**src/rtl/ptw_pkg.sv**
```systemverilog
package ptw_pkg;
    localparam int unsigned VA_W        = 32;
    localparam int unsigned OFF_W       = 10;
    localparam int unsigned IN_W        = 10;
    localparam int unsigned OUT_W       = VA_W - OFF_W - IN_W;
    localparam int unsigned PFN_W       = VA_W - OFF_W;
    localparam int unsigned LEN_W       = OUT_W + 1;
    localparam int unsigned ENTRY_BYTES = 4;
    localparam int unsigned ENTRY_SH    = $clog2(ENTRY_BYTES);

    typedef enum logic [2:0] {
        ST_IDLE,
        ST_RD_OUTER,
        ST_WT_OUTER,
        ST_RD_INNER,
        ST_WT_INNER,
        ST_DONE
    } walk_state_e;

    typedef enum logic [1:0] {
        FLT_NONE  = 2'd0,
        FLT_BOUND = 2'd1,
        FLT_OUTER = 2'd2,
        FLT_INNER = 2'd3
    } fault_e;

    typedef struct packed {
        logic [PFN_W-1:0]   ptr;
        logic [OFF_W-2:0]   ign;
        logic               valid;
    } tbl_word_t;

    typedef struct packed {
        logic [OUT_W-1:0]   outer;
        logic [IN_W-1:0]    inner;
        logic [OFF_W-1:0]   off;
    } vaddr_t;

    function automatic logic [VA_W-1:0] slot_addr(input logic [VA_W-1:0] base,
                                                  input logic [VA_W-1:0] idx);
        return base + (idx << ENTRY_SH);
    endfunction
endpackage

```
**src/rtl/ptw_index_unit.sv**
```systemverilog
module ptw_index_unit
    import ptw_pkg::*;
(
    input  logic [VA_W-1:0]  req_vaddr,
    input  logic [LEN_W-1:0] req_len,
    input  vaddr_t           va_q,
    input  logic [VA_W-1:0]  root_q,
    input  logic [PFN_W-1:0] tbl_q,
    output logic             bound_fail,
    output logic [VA_W-1:0]  outer_addr,
    output logic [VA_W-1:0]  inner_addr
);
    vaddr_t           req_va;
    logic [VA_W-1:0]  inner_base;

    assign req_va     = vaddr_t'(req_vaddr);
    assign bound_fail = ({1'b0, req_va.outer} >= req_len);
    assign inner_base = {tbl_q, {OFF_W{1'b0}}};
    assign outer_addr = slot_addr(root_q, VA_W'(va_q.outer));
    assign inner_addr = slot_addr(inner_base, VA_W'(va_q.inner));
endmodule

```
**src/rtl/ptw_word_decode.sv**
```systemverilog
module ptw_word_decode
    import ptw_pkg::*;
(
    input  logic [VA_W-1:0]  word,
    output logic             valid,
    output logic [PFN_W-1:0] ptr
);
    tbl_word_t w;
    assign w     = tbl_word_t'(word);
    assign valid = w.valid;
    assign ptr   = w.ptr;
endmodule

```
**src/rtl/ptw_ctrl.sv**
```systemverilog
module ptw_ctrl
    import ptw_pkg::*;
(
    input  logic        clk,
    input  logic        rst,
    input  logic        req_valid,
    input  logic        bound_fail,
    input  logic        mem_req_ready,
    input  logic        mem_rsp_valid,
    input  logic        word_valid,
    input  logic        rsp_ready,
    output walk_state_e state,
    output fault_e      code,
    output logic        cap_req,
    output logic        cap_outer,
    output logic        cap_inner
);
    assign cap_req   = (state == ST_IDLE) && req_valid;
    assign cap_outer = (state == ST_WT_OUTER) && mem_rsp_valid;
    assign cap_inner = (state == ST_WT_INNER) && mem_rsp_valid;

    always_ff @(posedge clk) begin
        if (rst) begin
            state <= ST_IDLE;
            code  <= FLT_NONE;
        end else begin
            unique case (state)
                ST_IDLE: if (req_valid) begin
                    if (bound_fail) begin
                        state <= ST_DONE;
                        code  <= FLT_BOUND;
                    end else begin
                        state <= ST_RD_OUTER;
                        code  <= FLT_NONE;
                    end
                end
                ST_RD_OUTER: if (mem_req_ready) state <= ST_WT_OUTER;
                ST_WT_OUTER: if (mem_rsp_valid) begin
                    if (!word_valid) begin
                        state <= ST_DONE;
                        code  <= FLT_OUTER;
                    end else begin
                        state <= ST_RD_INNER;
                    end
                end
                ST_RD_INNER: if (mem_req_ready) state <= ST_WT_INNER;
                ST_WT_INNER: if (mem_rsp_valid) begin
                    state <= ST_DONE;
                    if (!word_valid) code <= FLT_INNER;
                end
                ST_DONE: if (rsp_ready) state <= ST_IDLE;
                default: state <= ST_IDLE;
            endcase
        end
    end
endmodule

```
**src/rtl/ptw_walker.sv**
```systemverilog
module ptw_walker
    import ptw_pkg::*;
(
    input  logic               clk,
    input  logic               rst,
    input  logic [VA_W-1:0]    root_base,
    input  logic [LEN_W-1:0]   root_len,
    input  logic               req_valid,
    output logic               req_ready,
    input  logic [VA_W-1:0]    req_vaddr,
    output logic               rsp_valid,
    input  logic               rsp_ready,
    output logic               rsp_fault,
    output logic [1:0]         rsp_fault_code,
    output logic [PFN_W-1:0]   rsp_frame,
    output logic [VA_W-1:0]    rsp_paddr,
    output logic               mem_req_valid,
    input  logic               mem_req_ready,
    output logic [VA_W-1:0]    mem_req_addr,
    input  logic               mem_rsp_valid,
    input  logic [VA_W-1:0]    mem_rsp_data
);
    walk_state_e      state;
    fault_e           code;
    logic             cap_req, cap_outer, cap_inner;
    logic             bound_fail, word_valid;
    logic [PFN_W-1:0] word_ptr;
    logic [VA_W-1:0]  outer_addr, inner_addr;
    vaddr_t           va_q;
    logic [VA_W-1:0]  root_q;
    logic [PFN_W-1:0] tbl_q, pfn_q;
    logic             ok;

    ptw_index_unit idx_i (
        .req_vaddr  (req_vaddr),
        .req_len    (root_len),
        .va_q       (va_q),
        .root_q     (root_q),
        .tbl_q      (tbl_q),
        .bound_fail (bound_fail),
        .outer_addr (outer_addr),
        .inner_addr (inner_addr)
    );

    ptw_word_decode dec_i (
        .word  (mem_rsp_data),
        .valid (word_valid),
        .ptr   (word_ptr)
    );

    ptw_ctrl ctrl_i (
        .clk           (clk),
        .rst           (rst),
        .req_valid     (req_valid),
        .bound_fail    (bound_fail),
        .mem_req_ready (mem_req_ready),
        .mem_rsp_valid (mem_rsp_valid),
        .word_valid    (word_valid),
        .rsp_ready     (rsp_ready),
        .state         (state),
        .code          (code),
        .cap_req       (cap_req),
        .cap_outer     (cap_outer),
        .cap_inner     (cap_inner)
    );

    always_ff @(posedge clk) begin
        if (rst) begin
            va_q   <= '0;
            root_q <= '0;
            tbl_q  <= '0;
            pfn_q  <= '0;
        end else begin
            if (cap_req) begin
                va_q   <= vaddr_t'(req_vaddr);
                root_q <= root_base;
                pfn_q  <= '0;
            end
            if (cap_outer) tbl_q <= word_ptr;
            if (cap_inner && word_valid) pfn_q <= word_ptr;
        end
    end

    assign ok             = (code == FLT_NONE);
    assign req_ready      = (state == ST_IDLE);
    assign rsp_valid      = (state == ST_DONE);
    assign rsp_fault      = !ok;
    assign rsp_fault_code = code;
    assign rsp_frame      = ok ? pfn_q : '0;
    assign rsp_paddr      = ok ? {pfn_q, va_q.off} : '0;
    assign mem_req_valid  = (state == ST_RD_OUTER) || (state == ST_RD_INNER);
    assign mem_req_addr   = (state == ST_RD_OUTER) ? outer_addr : inner_addr;
endmodule

```
**config.mk**
```make
export PLATFORM = sky130hd
export DESIGN_NAME = ptw_walker
export DESIGN_NICKNAME = d
export VERILOG_FILES = /design/src/rtl/ptw_pkg.sv /design/src/rtl/ptw_index_unit.sv /design/src/rtl/ptw_word_decode.sv /design/src/rtl/ptw_ctrl.sv /design/src/rtl/ptw_walker.sv
export SDC_FILE = /design/constraint.sdc
export NUM_CORES = 1
export LEC_CHECK = 0
export CORE_MARGIN = 2
export CORE_UTILIZATION = 30
export DETAILED_ROUTE_END_ITERATION = 16
export DONT_BUFFER_PORTS = 1
export SYNTH_ARGS = -nofsm -noshare
export SYNTH_HDL_FRONTEND = slang
export SYNTH_SLANG_ARGS = --single-unit
export TNS_END_PERCENT = 10
```
**constraint.sdc**
```tcl
create_clock -name clk -period 2.9 [get_ports clk]
set_input_delay 0.58 -clock clk [delete_from_list [all_inputs] [get_ports clk]]
set_output_delay 0.58 -clock clk [all_outputs]
set_load 0.03 [all_outputs]
```
==> key figures, run 1 <==
Power and ir drop
  – Total power per unit cell area: 682 nW/um^2
  – Reg power frac: 0.336
  – LEAKAGE: 2.95 nW
  – Sw power: between 1.5 and 2 mW
  – Int Power: ~3.5 mW
  – Clock network fraction of total power: 0.396
  – Switching portion of total power: 0.345
  – VDD IR max: about 0.35 mV
  – Combinational share of power: 0.269

Status
  – Failing checks: negative setup slack
  – Status: finished with violations

Placement
  – Buffers on Ports: 0
  – Placed cell areas: approximately 7000 um^2
  – DPL Wire Length: around 14,000 um
  – Gpl congestion: approximately 0.85

Finish
  – Fill count: 2,155
  – Ant. Diodes: 0
  – Final Core Density: 0.384
  – Cell area after layout: 7840 um^2
  – Synthesis-to-finish area growth: 24.6%
  – Proportion of layout cells with a drive suffix above 1: 0.179
  – Nets: 1,022
  – Most frequent cells in the layout: nand2_1, dfxtp_1, a21oi_1
  – Most common cell after layout, fill and taps aside: nand2_1

Clocking
  – Cts bufs inserted: 17
  – Clk sinks: 113
  – Clk_lat worst skew: 0.42 ns
  – # hold bufs at CTS: 0
  – Clock root cell: clkbuf_16
  – Clk buf depth: 2
  – Worst-path clk slew: 0.06 ns
  – CTS tree: built
  – Htree depth: 4

STA
  – Clock Skew: 0.00891 ns
  – Tmin final: about 3.4 ns
  – Final Hold Viols: 0
  – Fin. max-slew vios: 0
  – RSZ-0062 raised after global routing: yes
  – Post-layout worst setup margin: -0.469 ns
  – Slew HR: 0.224
  – Setup violations, final: 21
  – Fin crit share: 1.16
  – Slew @ Worst Pin: 1.15 ns
  – Max Clk Rate: 0.297 GHz

Detailed routing
  – Final ANT Viol Nets: 0
  – WL final: 18,800 um
  – DRC viols: 0
  – Vias per Instance: approximately 5
  – DR pass1 iterations: 4
  – Via count: 5,838
  – Initial drt markers: 293
  – Routed wire per std cell: 16.2 um

Synth
  – Synth warn: 0
  – Synth Flop Type: dfxtp_1
  – Async S/R FF share, synth: 0
  – Post-Synthesis Cells: 853
  – Syn avg cell area: around 7.4 um^2
  – Sequential share of the synthesized area: 0.360
  – Syn nets: 996
  – Number of enable flip-flop cells after synthesis: 0
  – Flops & latches, synth: 113
  – Synth cell types: between 50 and 60
  – Mapped cell area: 6290 um^2

Floorplanning
  – Die W: approximately 150 um
  – I/O pin count: 207
  – Core Rows: 52
  – Core Region: about 20,000 um^2
  – Initial Util: 0.308
  – Area of the die: 22,100 um^2
  – Die Ht: 149 um

Global route
  – Vias in the first global route: 5,585
  – Initial antenna violation count: 0
  – Largest net degree at the start of global routing: about 110
  – GRT Resource Usage Total: 0.169
  – Grt total ovfl: 0
  – First-pass GRT wire length: about 29,000 um

Flow run
  – Max_cap viols: 0

Critical path
  – CP required: 2.32 ns
  – Arr. time, crit path: 2.79 ns
  – R2R Setup Slk: 0.26 ns
  – CP Max Fanout: 5
  – Crit path kind: register to output port
  – CP startpoint kind: register
  – Crit. End Element: output port

Min path
  – Worst min-delay path class: input pin to register
-- through the flow --
step / hold WS [ns] / setup TNS [ns] / total power, mW / setup WS (ns) / instances
global placement: 0.434 / -1.68 / 3.17 / -0.265 / 1126
global route: 0.221 / -8.74 / 5.61 / -0.564 / 1162
detailed placement: 0.438 / -2.26 / 3.18 / -0.279 / 1126
floorplan: 0.432 / -0.525 / 2.72 / -0.0855 / 853
CTS: 0.213 / -6.90 / 5.38 / -0.465 / 1159
finish: 0.238 / -6.21 / 5.35 / -0.469 / 1162
-- path summary, 6_finish.rpt --
path | startpoint | endpoint | depth (start not counted)
worst max-delay path | root_q[2] | mem_req_addr[22] | 10
worst min-delay path | rst | ctrl_i.state[1] | 1
worst max register to register | ctrl_i.state[1] | root_q[17] | 5
worst min register to register | va_q[9] | va_q[9] | 2
-- metal layers --
metal / GRT usage / vias to the layer above / wire length [um]
li1: - / 2940 / -
met1: 0.221 / 2707 / 8540
met2: 0.270 / 171 / 8710
met3: 0.0462 / 20 / 1270
met4: 0.0548 / 0 / 251
met5: 0 / - / 0
-- power by group through the flow --
stage,logic [mW],registers (mW),clock network [mW]
2_1_floorplan,0.932,1.79,0
3_3_place_gp,1.36,1.81,0
3_5_place_dp,1.37,1.82,0
4_1_cts,1.43,1.79,2.16
5_1_grt,1.58,1.81,2.23
6_report,1.44,1.79,2.12
-- cells in the mapped netlist, drive strengths merged (2+ instances only) --
cell	number	area [um^2]
nand2	207	777
dfxtp	113	2260
a21oi	108	541
nor2	54	203
clkbuf	42	158
and2	38	238
buf	31	209
xnor2	29	254
ha	26	325
o21ai	26	130
a22oi	23	173
inv	23	86.3
nand3	22	110
nand4	16	100
a31oi	12	81.3
nor3	7	40.0
or3	7	43.8
a21o	6	45.0
a211oi	5	37.5
nand2b	5	31.3
nor2b	5	31.3
xor2	5	43.8
and3	4	25.0
nor4	4	25.0
o31a	4	35.0
o31ai	4	30.0
or4	4	30.0
a2111oi	2	17.5
a41o	2	20.0
and4	2	17.5
fa	2	40.0
o21bai	2	18.8
-- flip-flops by register name, indices dropped and copies added, names as in the netlist --
name          flops
root_q           32
ctrl_i.state      3
va_q             32
tbl_q            22
pfn_q            22
ctrl_i.code       2
-- logic make-up after synthesis --
kind of cell             count (synthesis)  share of synthesized area
multiplexers                             1                    0.00179
flip-flops                             113                      0.360
XOR/XNOR                                34                     0.0473
AO/OA/AOI/OAI                          202                      0.190
adder cells (fa/ha/maj)                 29                     0.0597
buffers and inverters                   96                     0.0720
AND/OR/NAND/NOR                        378                      0.269
-- worst max-delay path, cell delays in order (launching register included) --
cell	delay (ns)
dfxtp_2	0.35
ha_4	0.14
fa_2	0.22
a211oi_4	0.07
o21bai_2	0.21
a31oi_2	0.14
a21o_1	0.24
buf_6	0.15
or4_4	0.49
a31oi_4	0.20
buf_6	0.16
-- final cells by class --
type / instances / area [um^2] / share of cell area
Inverter: 23 / 86.3 / 0.0110
Multi-Input combinational cell: 644 / 3830 / 0.489
Tap cell: 270 / 338 / 0.0431
Timing Repair Buffer: 80 / 717 / 0.0915
Sequential cell: 113 / 2270 / 0.289
Clock buffer: 18 / 439 / 0.0560
Clock inverter: 14 / 156 / 0.0200
-- timing repair --
item	in CTS	in global routing
buffers inserted	2	2
setup endpoints to repair	23	26
gates cloned	0	1
gates resized for setup	41	15
pin swaps	20	12
Power figures use the tool's default switching activity.
==> run 2, diff against run 1 <==
--- a/config.mk
+++ b/config.mk
@@ -5,6 +5,7 @@
 export SDC_FILE = /design/constraint.sdc
 export NUM_CORES = 1
 export LEC_CHECK = 0
+export CORE_ASPECT_RATIO = 1.2
 export CORE_MARGIN = 2
 export CORE_UTILIZATION = 30
 export DETAILED_ROUTE_END_ITERATION = 16
==> key figures, run 2 (synthesized netlist as in run 1, its figures left out) <==
Power and ir drop
  – LEAKAGE: a little under 3 nW
  – Total power per unit cell area: roughly 680 nW/um^2
  – Int Power: roughly 3.5 mW
  – VDD IR max: 0.419 mV
  – Combinational share of power: 0.276
  – Switching portion of total power: 0.340
  – Clock network fraction of total power: 0.386
  – Sw power: approximately 1.8 mW
  – Reg power frac: 0.337
  – Total Power: 5.31 mW

Critical path
  – Worst r2r src: ctrl_i.state[1]
  – Worst r2r dst: root_q[28]
  – Arr. time, crit path: ~2.8 ns
  – CP Max Fanout: 5
  – Crit path kind: register to output port
  – Reg2Reg Depth: 5
  – CP required: 2.32 ns
  – Crit. End Element: output port
  – CP startpoint kind: register
  – R2R Setup Slk: 0.29 ns

Detailed routing
  – DR pass1 iterations: 4
  – Vias per Instance: 4.98
  – WL final: around 19,000 um
  – Via count: 5,777
  – Final ANT Viol Nets: 0
  – Initial drt markers: 377
  – DRC viols: 0
  – Routed wire per std cell: 16.0 um

Placement
  – DPL Wire Length: about 13,000 um
  – Gpl congestion: 0.828
  – Buffers on Ports: 0
  – Dpl ws: -0.214 ns

Finish
  – Most common cell after layout, fill and taps aside: nand2_1
  – Final Core Density: 0.379
  – Largest regs: root_q: 32 flops, va_q: 32 flops
  – Fill count: 2,210
  – Most frequent cells in the layout: nand2_1, dfxtp_1, a21oi_1
  – Nets: around 1,000
  – Proportion of layout cells with a drive suffix above 1: 0.167
  – Synthesis-to-finish area growth: 24.9%

Clocking
  – # hold bufs at CTS: 0
  – CTS tree: built
  – Htree depth: 4
  – Clk_lat worst skew: between 0.4 and 0.5 ns
  – Clk buf depth: 2
  – Worst-path clk slew: 0.05 ns
  – Cts bufs inserted: 17
  – Clk sinks: 113
  – Clock root cell: clkbuf_16

Global route
  – GRT Resource Usage Total: 0.171
  – Grt total ovfl: 0
  – First-pass GRT wire length: 29,200 um
  – Vias in the first global route: between 5,000 and 6,000
  – Largest net degree at the start of global routing: 114
  – Initial antenna violation count: 2

STA
  – Slew @ Worst Pin: 1.12 ns
  – Hold slack final: 0.249 ns
  – RSZ-0062 raised after global routing: yes
  – Slew HR: 0.244
  – Setup TNS: -6.85 ns
  – Post-layout worst setup margin: -0.493 ns
  – Clock Skew: 0.00672 ns
  – Final Hold Viols: 0
  – Tmin final: 3.39 ns
  – Max Clk Rate: 0.295 GHz
  – Setup violations, final: 23
  – Fin crit share: 1.17
  – Fin. max-slew vios: 0

Min path
  – Hold Crit Depth: 1
  – Hold path endpoint: ctrl_i.state[1]
  – Worst min-delay path class: input pin to register
  – Hold Crit Start: rst

Floorplanning
  – I/O pin count: just over 200
  – Die Ht: 163 um
  – Die W: 136 um
  – Initial Util: 0.303
  – Core Region: 20,800 um^2
  – Area of the die: 22,200 um^2
  – Core Rows: 58

Flow run
  – Max_cap viols: 0

Status
  – Failing checks: negative setup slack
  – Status: finished with violations
## run 2: cell types whose count changed in the layout (fill, tap and decap cells not counted), sizes merged
cell	delta
buf	-4
clkbuf	+1
clkinv	+1
clkinvlp	-1
diode	+1
inv	-1
## run 2: repair_timing
| item | 4_1_cts | 5_1_grt |
|---|---|---|
| pin swaps | 23 | 7 |
| setup endpoints to repair | 23 | 24 |
| buffers inserted | 2 | 1 |
| gates cloned | 1 | 0 |
| resized for setup | 40 | 12 |
## run 2: power by group through the flow
stage / Clock [mW] / Sequential, mW / Combinational, mW
2_1_floorplan: 0 / 1.79 / 0.932
3_3_place_gp: 0 / 1.81 / 1.38
3_5_place_dp: 0 / 1.82 / 1.39
4_1_cts: 2.11 / 1.79 / 1.46
5_1_grt: 2.19 / 1.81 / 1.59
6_report: 2.05 / 1.79 / 1.47
## run 2: how the worst max path moves through the flow
| stage | start | end | slack (ns) | depth (start not counted) |
|---|---|---|---|---|
| floorplan | root_q[2] | mem_req_addr[18] | -0.09 | 8 |
| global placement | root_q[2] | mem_req_addr[22] | -0.20 | 10 |
| detailed placement | root_q[2] | mem_req_addr[20] | -0.21 | 10 |
| CTS | va_q[20] | mem_req_addr[22] | -0.49 | 10 |
| global route | va_q[20] | mem_req_addr[22] | -0.59 | 10 |
| finish | va_q[20] | mem_req_addr[22] | -0.49 | 10 |
## run 2: layout make-up
type                            instances  area, um^2  share of cell area
Inverter                               23        86.3              0.0110
Multi-Input combinational cell        644        3850               0.490
Antenna cell                            1        2.50            0.000319
Timing Repair Buffer                   76         733              0.0933
Clock inverter                         13         138              0.0175
Sequential cell                       113        2260               0.288
Tap cell                              270         338              0.0430
Clock buffer                           19         443              0.0564
## run 2: critical path, cell delays in order (launching register included)
cell and delay [ns]:
dfxtp_2 0.35, ha_4 0.15, fa_2 0.21, a211oi_2 0.07, o21bai_2 0.23, a31oi_4 0.13, a21o_4 0.25, buf_12 0.13
or4_4 0.48, a31oi_4 0.22, buf_6 0.16
## run 2: per-layer routing
layer | vias to the layer above | wire length (um) | share of wire | GRT usage
li1 | 2944 | - | - | -
met1 | 2661 | 7770 | 0.42 | 0.203
met2 | 152 | 9180 | 0.50 | 0.290
met3 | 18 | 1260 | 0.068 | 0.0560
met4 | 2 | 302 | 0.016 | 0.0540
met5 | - | 13 | 0.00070 | 0
## run 2: metrics by stage
step	cell area, um^2	std cells
finish	7860	1159
global route	7850	1158
CTS	7800	1158
detailed placement	6970	1123
global placement	6970	1123
floorplan	6330	853
==> run 3, diff against run 2 <==
--- a/config.mk
+++ b/config.mk
@@ -7,9 +7,11 @@
 export LEC_CHECK = 0
 export CORE_ASPECT_RATIO = 1.2
 export CORE_MARGIN = 2
-export CORE_UTILIZATION = 30
+export CORE_UTILIZATION = 55
 export DETAILED_ROUTE_END_ITERATION = 16
 export DONT_BUFFER_PORTS = 1
+export GPL_TIMING_DRIVEN = 0
+export PLACE_DENSITY = 0.73
 export SYNTH_ARGS = -nofsm -noshare
 export SYNTH_HDL_FRONTEND = slang
 export SYNTH_SLANG_ARGS = --single-unit
==> key figures, run 3 (synthesized netlist as in run 1, its figures left out) <==
Status
  – Status: finished with violations
  – Failing checks: negative setup slack

Clocking
  – Clk_lat worst skew: about 0.43 ns
  – Cts bufs inserted: 17
  – Htree depth: 4
  – Worst-path clk slew: 0.05 ns
  – CTS tree: built
  – Clk buf depth: 2
  – Clk sinks: ~110
  – Clock root cell: clkbuf_16

Critical path
  – Arr. time, crit path: 2.93 ns
  – Setup crit end: mem_req_addr[24]
  – CP Max Fanout: 5
  – CP required: 2.32 ns
  – Slowest cell on the critical path: fa_2
  – Crit-path max cell delay: 0.36 ns
  – Worst r2r src: ctrl_i.state[2]
  – Reg2Reg Depth: 7
  – R2R Setup Slk: 0.36 ns
  – Worst r2r dst: root_q[11]
  – Critical path origin: root_q[2]
  – CP startpoint kind: register
  – Crit path kind: register to output port
  – Crit-path cells: ha_4 -> fa_2 -> a211oi_2 -> o21bai_2 -> a31oi_2 -> a21o_1 -> buf_6 -> o31ai_1 -> a31oi_4
  – Crit. End Element: output port

Power and ir drop
  – Switching portion of total power: 0.351
  – Reg power frac: 0.344
  – Total Power: 5.27 mW
  – Sw power: 1.85 mW
  – Total power per unit cell area: 683 nW/um^2
  – VDD IR max: 0.538 mV
  – Int Power: 3.42 mW
  – Clock network fraction of total power: 0.395
  – Combinational share of power: 0.261
  – LEAKAGE: 2.82 nW

Floorplanning
  – I/O pin count: between 200 and 250
  – Area of the die: 12,300 um^2
  – Core Rows: 42
  – Die Ht: about 120 um
  – Core Region: 11,100 um^2
  – Die W: ~100 um
  – Initial Util: 0.567

STA
  – RSZ-0062 raised after global routing: yes
  – Fin crit share: 1.21
  – Post-layout worst setup margin: -0.609 ns
  – Fin. max-slew vios: 0
  – Setup violations, final: 22
  – Slew @ Worst Pin: 0.645 ns
  – Tmin final: around 3.5 ns
  – Clock Skew: approximately 0.0063 ns
  – Setup TNS: -7.66 ns
  – Final Hold Viols: 0
  – Slew HR: 0.568
  – Max Clk Rate: 0.285 GHz

Finish
  – Proportion of layout cells with a drive suffix above 1: 0.164
  – Ant. Diodes: 0
  – Most common cell after layout, fill and taps aside: nand2_1
  – Nets: 1,027
  – Largest regs: root_q: 32 flops, va_q: 32 flops
  – Most frequent cells in the layout: nand2_1, dfxtp_1, a21oi_1
  – Synthesis-to-finish area growth: 22.6%

Flow run
  – Max_cap viols: 0

Global route
  – Largest net degree at the start of global routing: 17
  – Initial antenna violation count: 0
  – First-pass GRT wire length: 29,500 um
  – GRT Resource Usage Total: 0.307
  – Grt total ovfl: 0
  – Vias in the first global route: 6,035

Detailed routing
  – DR pass1 iterations: 5
  – DRC viols: 0
  – Final ANT Viol Nets: 0
  – Routed wire per std cell: 18.3 um
  – Initial drt markers: 328
  – WL final: just under 20,000 um
  – Via count: 6,220
  – Vias per Instance: 5.92

Placement
  – DPL Wire Length: 13,800 um
  – Buffers on Ports: 0
  – Dpl ws: -0.462 ns
  – Gpl congestion: 0.917

Min path
  – Worst min-delay path class: input pin to register
-- run 3: metrics by stage --
stage | area [um^2] | instances | utilization | hold slack (ns)
finish | 7710 | 1051 | 0.696 | 0.282
global route | 7710 | 1051 | 0.696 | 0.285
CTS | 7560 | 1045 | 0.682 | 0.278
detailed placement | 6520 | 1007 | 0.588 | 0.450
global placement | 6520 | 1007 | 0.588 | 0.437
floorplan | 6330 | 853 | - | 0.432
-- run 3: power by group through the flow --
stage | combinational, mW | sequential, mW | clock (mW)
2_1_floorplan | 0.932 | 1.79 | 0
3_3_place_gp | 1.14 | 1.81 | 0
3_5_place_dp | 1.17 | 1.82 | 0
4_1_cts | 1.33 | 1.80 | 2.08
5_1_grt | 1.48 | 1.82 | 2.16
6_report | 1.38 | 1.81 | 2.08
-- run 3: worst max-delay path, delay by kind of cell (launching register included) --
family | cells | cell delay (ns)
AOI/OAI and AO/OA | 6 | 1.47
buffers and inverters | 1 | 0.17
DFF | 1 | 0.33
adders and majority gates | 2 | 0.52
-- run 3: how the worst min path moves through the flow --
stage / from / to / slack (ns) / cells after the start
after floorplan: root_q[0] / root_q[0] / 0.43 / 2
after global placement: va_q[7] / va_q[7] / 0.44 / 2
after detailed placement: va_q[3] / va_q[3] / 0.45 / 2
after CTS: req_vaddr[20] / va_q[20] / 0.28 / 2
after global routing: req_vaddr[3] / va_q[3] / 0.28 / 2
final: req_vaddr[20] / va_q[20] / 0.28 / 2
-- run 3: timing repair --
item	CTS	global route
hold buffers	0	0
endpoints found under the hold margin	0	0
setup buffers	7	6
resized for setup	81	29
cloned	1	0
endpoints found under the setup margin	32	51
pin swaps	20	17
-- run 3: area by class of cell --
type,count,area (um^2)
multi-input combinational,644,4080
fill,874,3380
sequential,113,2270
clock buffer,21,440
buffer,71,387
tap,154,193
clock inverter,11,139
timing repair buffer,14,116
inverter,23,86.3
-- run 3: metal layers --
layer | global-route usage | up-vias | wire (um)
met3 | 0.0818 | 47 | 1450
li1 | - | 2961 | -
met1 | 0.363 | 2953 | 7570
met4 | 0.111 | 0 | 552
met2 | 0.528 | 259 | 9700
met5 | 0 | - | 0
